$ cat src/rtl/tx_route_pkg.sv
package tx_route_pkg;
   typedef enum logic [1:0] {
      RT_GND   = 2'd0,
      RT_TXF   = 2'd1,
      RT_RXBPF = 2'd2
   } route_e;
endpackage

$ cat src/rtl/txr_sync.sv
module txr_sync #(
   parameter int unsigned WIDTH  = 2,
   parameter int unsigned STAGES = 0
) (
   input  logic             clk,
   input  logic             rst_n,
   input  logic [WIDTH-1:0] d,
   output logic [WIDTH-1:0] q
);
   if (STAGES == 0) begin : g_pass
      assign q = d;
   end else begin : g_chain
      logic [WIDTH-1:0] stg [STAGES];
      always_ff @(posedge clk or negedge rst_n) begin
         if (!rst_n) begin
            for (int i = 0; i < int'(STAGES); i++) stg[i] <= '0;
         end else begin
            stg[0] <= d;
            for (int i = 1; i < int'(STAGES); i++) stg[i] <= stg[i-1];
         end
      end
      assign q = stg[STAGES-1];
   end
endmodule

$ cat src/rtl/txr_blank_timer.sv
module txr_blank_timer #(
   parameter int unsigned TC_LO = 7372,
   parameter int unsigned TC_HI = 14745
) (
   input  logic clk,
   input  logic rst_n,
   input  logic clk_sel,
   input  logic pwr,
   output logic hold
);
   localparam int unsigned TC_MAX = (TC_HI > TC_LO) ? TC_HI : TC_LO;
   localparam int unsigned CW     = $clog2(TC_MAX + 1);

   logic          pwr_q;
   logic          blank_q;
   logic [CW-1:0] cnt_q;
   logic [CW-1:0] tc_q;
   logic          rise;

   assign rise = pwr & ~pwr_q;

   always_ff @(posedge clk or negedge rst_n) begin
      if (!rst_n) begin
         pwr_q   <= 1'b0;
         blank_q <= 1'b0;
         cnt_q   <= '0;
         tc_q    <= CW'(TC_LO);
      end else begin
         pwr_q <= pwr;
         if (rise) begin
            blank_q <= 1'b1;
            cnt_q   <= '0;
            tc_q    <= clk_sel ? CW'(TC_HI) : CW'(TC_LO);
         end else if (!pwr) begin
            blank_q <= 1'b0;
            cnt_q   <= '0;
         end else if (blank_q) begin
            if (cnt_q == tc_q - 1'b1) begin
               blank_q <= 1'b0;
            end else begin
               cnt_q <= cnt_q + 1'b1;
            end
         end
      end
   end

   assign hold = rise | blank_q;
endmodule

$ cat src/rtl/txr_route_dec.sv
module txr_route_dec
   import tx_route_pkg::*;
(
   input  logic       inhibit,
   input  logic       me,
   input  logic       pwr,
   input  logic       hold,
   output logic       in_sel,
   output logic [1:0] route,
   output logic       pd
);
   route_e r;

   always_comb begin
      pd = 1'b1;
      r  = RT_GND;
      if (inhibit) begin
         pd = 1'b1;
         r  = RT_GND;
      end else if (!pwr) begin
         pd = 1'b1;
         r  = me ? RT_RXBPF : RT_GND;
      end else begin
         pd = 1'b0;
         r  = hold ? RT_GND : RT_TXF;
      end
   end

   assign route  = r;
   assign in_sel = me;
endmodule

$ cat src/rtl/tx_route_seq.sv
module tx_route_seq #(
   parameter int unsigned CLK_LO_HZ   = 3686400,
   parameter int unsigned CLK_HI_HZ   = 7372800,
   parameter int unsigned HOLD_US     = 2000,
   parameter int unsigned SYNC_STAGES = 0
) (
   input  logic       clk,
   input  logic       rst_n,
   input  logic       clk_sel,
   input  logic       mod_en,
   input  logic       filt_pwr,
   output logic       filt_in_sel,
   output logic [1:0] out_sel,
   output logic       filt_pd
);
   localparam int unsigned TC_LO =
      int'((64'(CLK_LO_HZ) * 64'(HOLD_US)) / 64'd1000000);
   localparam int unsigned TC_HI =
      int'((64'(CLK_HI_HZ) * 64'(HOLD_US)) / 64'd1000000);

   if (HOLD_US == 0) begin : g_bad_hold
      $error("tx_route_seq: HOLD_US must be nonzero");
   end
   if (TC_LO < 2 || TC_HI < 2) begin : g_bad_tc
      $error("tx_route_seq: blanking count must be at least 2 cycles");
   end
   if (SYNC_STAGES > 3) begin : g_bad_sync
      $error("tx_route_seq: SYNC_STAGES above 3 not supported");
   end

   logic [1:0] in_s;
   logic       me_s;
   logic       pwr_s;
   logic       hold;

   txr_sync #(.WIDTH(2), .STAGES(SYNC_STAGES)) u_sync (
      .clk   (clk),
      .rst_n (rst_n),
      .d     ({mod_en, filt_pwr}),
      .q     (in_s)
   );
   assign me_s  = in_s[1];
   assign pwr_s = in_s[0];

   txr_blank_timer #(.TC_LO(TC_LO), .TC_HI(TC_HI)) u_timer (
      .clk     (clk),
      .rst_n   (rst_n),
      .clk_sel (clk_sel),
      .pwr     (pwr_s),
      .hold    (hold)
   );

   txr_route_dec u_dec (
      .inhibit (~rst_n),
      .me      (me_s),
      .pwr     (pwr_s),
      .hold    (hold),
      .in_sel  (filt_in_sel),
      .route   (out_sel),
      .pd      (filt_pd)
   );
endmodule

$ cat config.mk
export PLATFORM = sky130hd
export DESIGN_NAME = tx_route_seq
export DESIGN_NICKNAME = d
export VERILOG_FILES = /design/src/rtl/tx_route_pkg.sv /design/src/rtl/txr_sync.sv /design/src/rtl/txr_blank_timer.sv /design/src/rtl/txr_route_dec.sv /design/src/rtl/tx_route_seq.sv
export SDC_FILE = /design/constraint.sdc
export NUM_CORES = 1
export LEC_CHECK = 0
export BUFFER_PORTS_ARGS = -buffer_cell sky130_fd_sc_hd__buf_2
export CAP_MARGIN = 20
export CORE_ASPECT_RATIO = 0.9
export CORE_MARGIN = 3
export CORE_UTILIZATION = 40
export CTS_CLUSTER_DIAMETER = 40
export DETAILED_ROUTE_END_ITERATION = 16
export PLACE_DENSITY = 0.67
export SKIP_CTS_REPAIR_TIMING = 1
export SYNTH_ARGS = -nofsm -noshare
export SYNTH_HDL_FRONTEND = slang
export SYNTH_SLANG_ARGS = --single-unit
$ cat constraint.sdc
create_clock -name clk -period 3.1 [get_ports clk]
set_input_delay 0.62 -clock clk [delete_from_list [all_inputs] [get_ports clk]]
set_output_delay 0.62 -clock clk [all_outputs]
set_load 0.05 [all_outputs]
# Word level (Yosys, flattened, before mapping)
# Index checks and enable logic that the tools add are counted.
# totals
regBits,30
inputBits,5
# op_classes
add_sub_neg,2
bitwise,3
eq_ne,3
muxes,15
n_reduce_logical,1
# ops
operator,count
$mux 14,5
$add 14x1->14 const B,1
$eq 14x14->1,1
$sub 14x1->14 const B,1
$mux 1,7
$mux 2,3
$ne 3x1->1 const B,1
$ne 3x2->1 const B,1
$reduce_and 2->1,1
$and 1x1->1,1
$not 1->1,1
$or 1x1->1,1

# Logic depth before layout (Yosys ltp)
# logic_depth
word_depth,6
depth_mapped,6
ltp_nobuf,6

# By module
# From an unflattened synthesis, not the netlist that was laid out.
# unflattened
cells_unflattened,141
area_unflattened_um2,1218.7
# modules_own_cells
module,cells_each,area_per_inst_um2,instances
txr_blank_timer,134,1161.1,1
txr_route_dec,4,38.8,1
txr_sync,2,15.0,1
tx_route_seq,1,3.8,1

# Least setup slack after synthesis
# OpenSTA, ideal clock, no wires.
# synth_timing
path_kind,in2out
startpoint,input filt_pwr
endpoint,output out_sel[0]
path_buffers,1
slack_ns,0.509
t_arrival_ns,1.971
cell_stages,3
t_required_ns,2.480
path_cell_list,clkbuf_1 -> nand2_1 -> nor2_1
# synth_via
elab_chain_cells,5
# synth_lines
element,line_no,text
from (decl),tx_route_seq.sv:11,"input logic filt_pwr,"
$and 1x1->1,txr_blank_timer.sv:20,assign rise = pwr & ~pwr_q;
$or 1x1->1,txr_blank_timer.sv:47,assign hold = rise | blank_q;
$mux 1,txr_route_dec.sv:25,r = hold ? RT_GND : RT_TXF;
$mux 2 (*),txr_route_dec.sv:20,end else if (!pwr) begin
$mux 2 (*),txr_route_dec.sv:17,if (inhibit) begin
to (decl),tx_route_seq.sv:13,"output logic [1:0] out_sel,"
# Mark *: on every way between the ends. The rest lies on a longest branch, timed or not.

# Final worst setup path
# layout_timing
startpoint,register u_timer.tc_q[10]
endpoint,register u_timer.cnt_q[2]
# layout_via
elab_chain_cells,4
# layout_lines
element,line_no,text
from (decl),txr_blank_timer.sv:17,logic [CW-1:0] tc_q;
from (signal assigned),txr_blank_timer.sv:27,tc_q <= CW'(TC_LO);
from (signal assigned),txr_blank_timer.sv:33,tc_q <= clk_sel ? CW'(TC_HI) : CW'(TC_LO);
$sub 14x1->14,txr_blank_timer.sv:38,if (cnt_q == tc_q - 1'b1) begin
$eq 14x14->1,txr_blank_timer.sv:38,
$ne 3x2->1 (no line),n/a,
$reduce_and 2->1 (no line),n/a,
to (signal assigned),txr_blank_timer.sv:41,cnt_q <= cnt_q + 1'b1;
to (decl),txr_blank_timer.sv:16,logic [CW-1:0] cnt_q;
# Every way passes these cells.
# A chain may end at the register's enable or synchronous reset.

==> flow_summary.toml <==
[run_status]
outcome = "complete, no violations"

[place]
io_buffers = 8
hpwl_um = 2060
finalWeightedCongestion = 0.825

[routing]
routed_wl_um = 2760
dr.first_iter.drc_count = 78
avgViaCountPerCell = 6.04
drc = 0
postRouteAntennaNets = 0
vias = 1057
routedWlPerCell_um = 15.8
drtPass1Iterations = 4

[critical_path]
crit_fanout = 4
end_kind = "flip-flop"
worstPathArrival_ns = 2.31
start_kind = "flip-flop"
cp.required_ns = 3.31
crit_type = "reg -> reg"

[die]
initial_core_util = 0.448
fp.dieH_um = 57.4
io_pins = 9
die_w_um = 63.1
core_area_sq_mm = 0.00262
die_area_sq_mm = 0.00362
rows = 17

[synth]
async_reset_ff_frac = 1.00
synth_top_area_cell = "dfrtp_1"
synth_area_per_cell_sq_um = 8.81
ys_ff_latch = 18
synth_area_leaders = "dfrtp_1 (36%), nand2_1 (4.5%), a2111o_1 (3.8%)"
netlist.area_leader.share = 0.363
synth_ff_type = "dfrtp_1"
syn_nets = 140
ys_warn_count = 0
synthesis.instances = 133
ys_types = 43
synth_edf_count = 0
syn-cell-area_sq_mm = 0.00117
ys_seq_area_frac = 0.385

[flow_run]
maxCapViolations = 0

[sta]
drv_slew = 0
worst_pin_slew_ns = 0.551
hold_viol = 0
fmax_ghz = 0.478
final.period_utilization = 0.675
rsz0062_at_grt = "false"
fin_crit_ns = 2.09
setup_viol = 0
fin_skew_ns = 0.00781
max-slew-margin-rel = 0.631
fin_setup_tns_ns = 0

[grt]
grt_pass1_wl_um = 4700
grt_max_degree = 18
grt_pass1_vias = 956
grt_usage = 0.167
grt_overflow = 0
antenna_found_initial = 0

[final_layout]
drive_gt1_frac = 0.139
seqCellArea_sq_um = 452
final_util = 0.483
layout.nets = 145
fillers = 263
multi_input_area_sq_um = 664
syn_to_final_growth_pct = 7.68
n_antenna_cell = 0

[clocking]
clk-insertion-delay-late_ns = 0.31
ctsRootBufferMaster = "clkbuf_4"
cts_num_sinks = 18
clkTransAtPathRegs_ns = 0.11
cts_tree = "built"
clock_path_buffers = 2
numCtsBuffers = 3
htree_num_levels = 1

[min_path]
hold_path.class = "in -> async"

[power_and_ir_drop]
total_leakage_power_nw = 0.529
peakVddDrop_v = 0.000244
powerDensity_mw_per_mm2 = 369
[layout by cell type, fill, tap and decap left out, types with 3 or more instances in the layout]
cell	count
dfrtp_1	17
nand2_1	14
nor2_1	9
buf_2	8
nand3_1	7
o21ai_0	6
nand4_1	5
a21oi_1	5
inv_1	4
or3_1	4
xnor2_1	4
a2111o_1	4
a31oi_1	4
nor3_1	3
xor2_1	3
o211ai_1	3
and3_1	3
nor3b_1	3
clkbuf_4	3
[path summary, 6_finish.rpt]
path	startpoint	endpoint	slack [ns]	cells past startpoint
max reg2reg	u_timer.tc_q[10]	u_timer.cnt_q[2]	1.01	6
min in group clk	clk_sel	u_timer.tc_q[10]	0.46	2
max in group asynchronous	rst_n	u_timer.cnt_q[6]	2.54	2
min reg2reg	u_timer.tc_q[10]	u_timer.tc_q[10]	0.54	2
max	u_timer.tc_q[10]	u_timer.cnt_q[2]	1.01	6
min	rst_n	u_timer.tc_q[8]	0.14	1
[worst max-delay path, stage by stage (launching register included)]
cell and delay, ns:
dfstp_2 0.57, inv_1 0.05, ha_1 0.28, xnor2_1 0.14, nor4_1 0.49, a41oi_1 0.23, a22o_1 0.24
[state kept, by name, summed over array words and instances (netlist names)]
register / count
u_timer.blank_q: 1
u_timer.pwr_q: 1
u_timer.cnt_q: 14
u_timer.tc_q: 2
[layer usage]
metal | global-route usage | routed length, um | vias to the layer above
met1 | 0.231 | 1310 | 514
met2 | 0.241 | 1280 | 28
li1 | - | - | 510
met4 | 0.0723 | 35 | 0
met3 | 0.0492 | 134 | 5
met5 | 0 | 0 | -
[cell usage after synthesis (all sizes together), types with 3 or more instances]
cell type   n
a21oi       5
xor2        3
inv         4
or3         4
xnor2       4
a2111o      4
o21ai       6
nand2      14
nor2        9
o211ai      3
and3        3
nor3        3
nor3b       3
nand3       7
a31oi       4
dfrtp      17
nand4       5
clkbuf      7
[power by group]
| group | internal (mW) | total (mW) | switching, mW |
|---|---|---|---|
| sequential | 0.242 | 0.252 | 0.00950 |
| combinational | 0.0222 | 0.0626 | 0.0404 |
| clock | 0.0719 | 0.152 | 0.0798 |
[area by class of cell]
class,instances,share of cell area
Timing Repair Buffer,9,0.0377
Tap cell,38,0.0377
Inverter,4,0.0119
Multi-Input combinational cell,102,0.526
Clock buffer,4,0.0287
Sequential cell,18,0.358
[logic make-up (layout without fill, tap and decap cells)]
kind of cell	after synthesis	after routing	share of synthesized area
fa+ha+maj	2	2	0.0213
mux	1	1	0.00960
flops	18	18	0.385
buf+inv	13	17	0.0480
simple gates	62	62	0.295
compound gates	30	30	0.189
xor+xnor	7	7	0.0523
[per-stage QoR]
stage	instances	setup WS [ns]	hold WS (ns)	cell area [sq um]	power (mW)
after global placement	171	1.08	0.475	1230	0.316
after detailed placement	171	1.04	0.485	1230	0.319
final	175	1.01	0.137	1260	0.466
after CTS	175	1.03	0.138	1260	0.471
after global routing	175	0.938	0.119	1260	0.497
after floorplan	133	0.509	0.324	1170	0.300
Note: power is estimated with default switching activity, not from simulation.
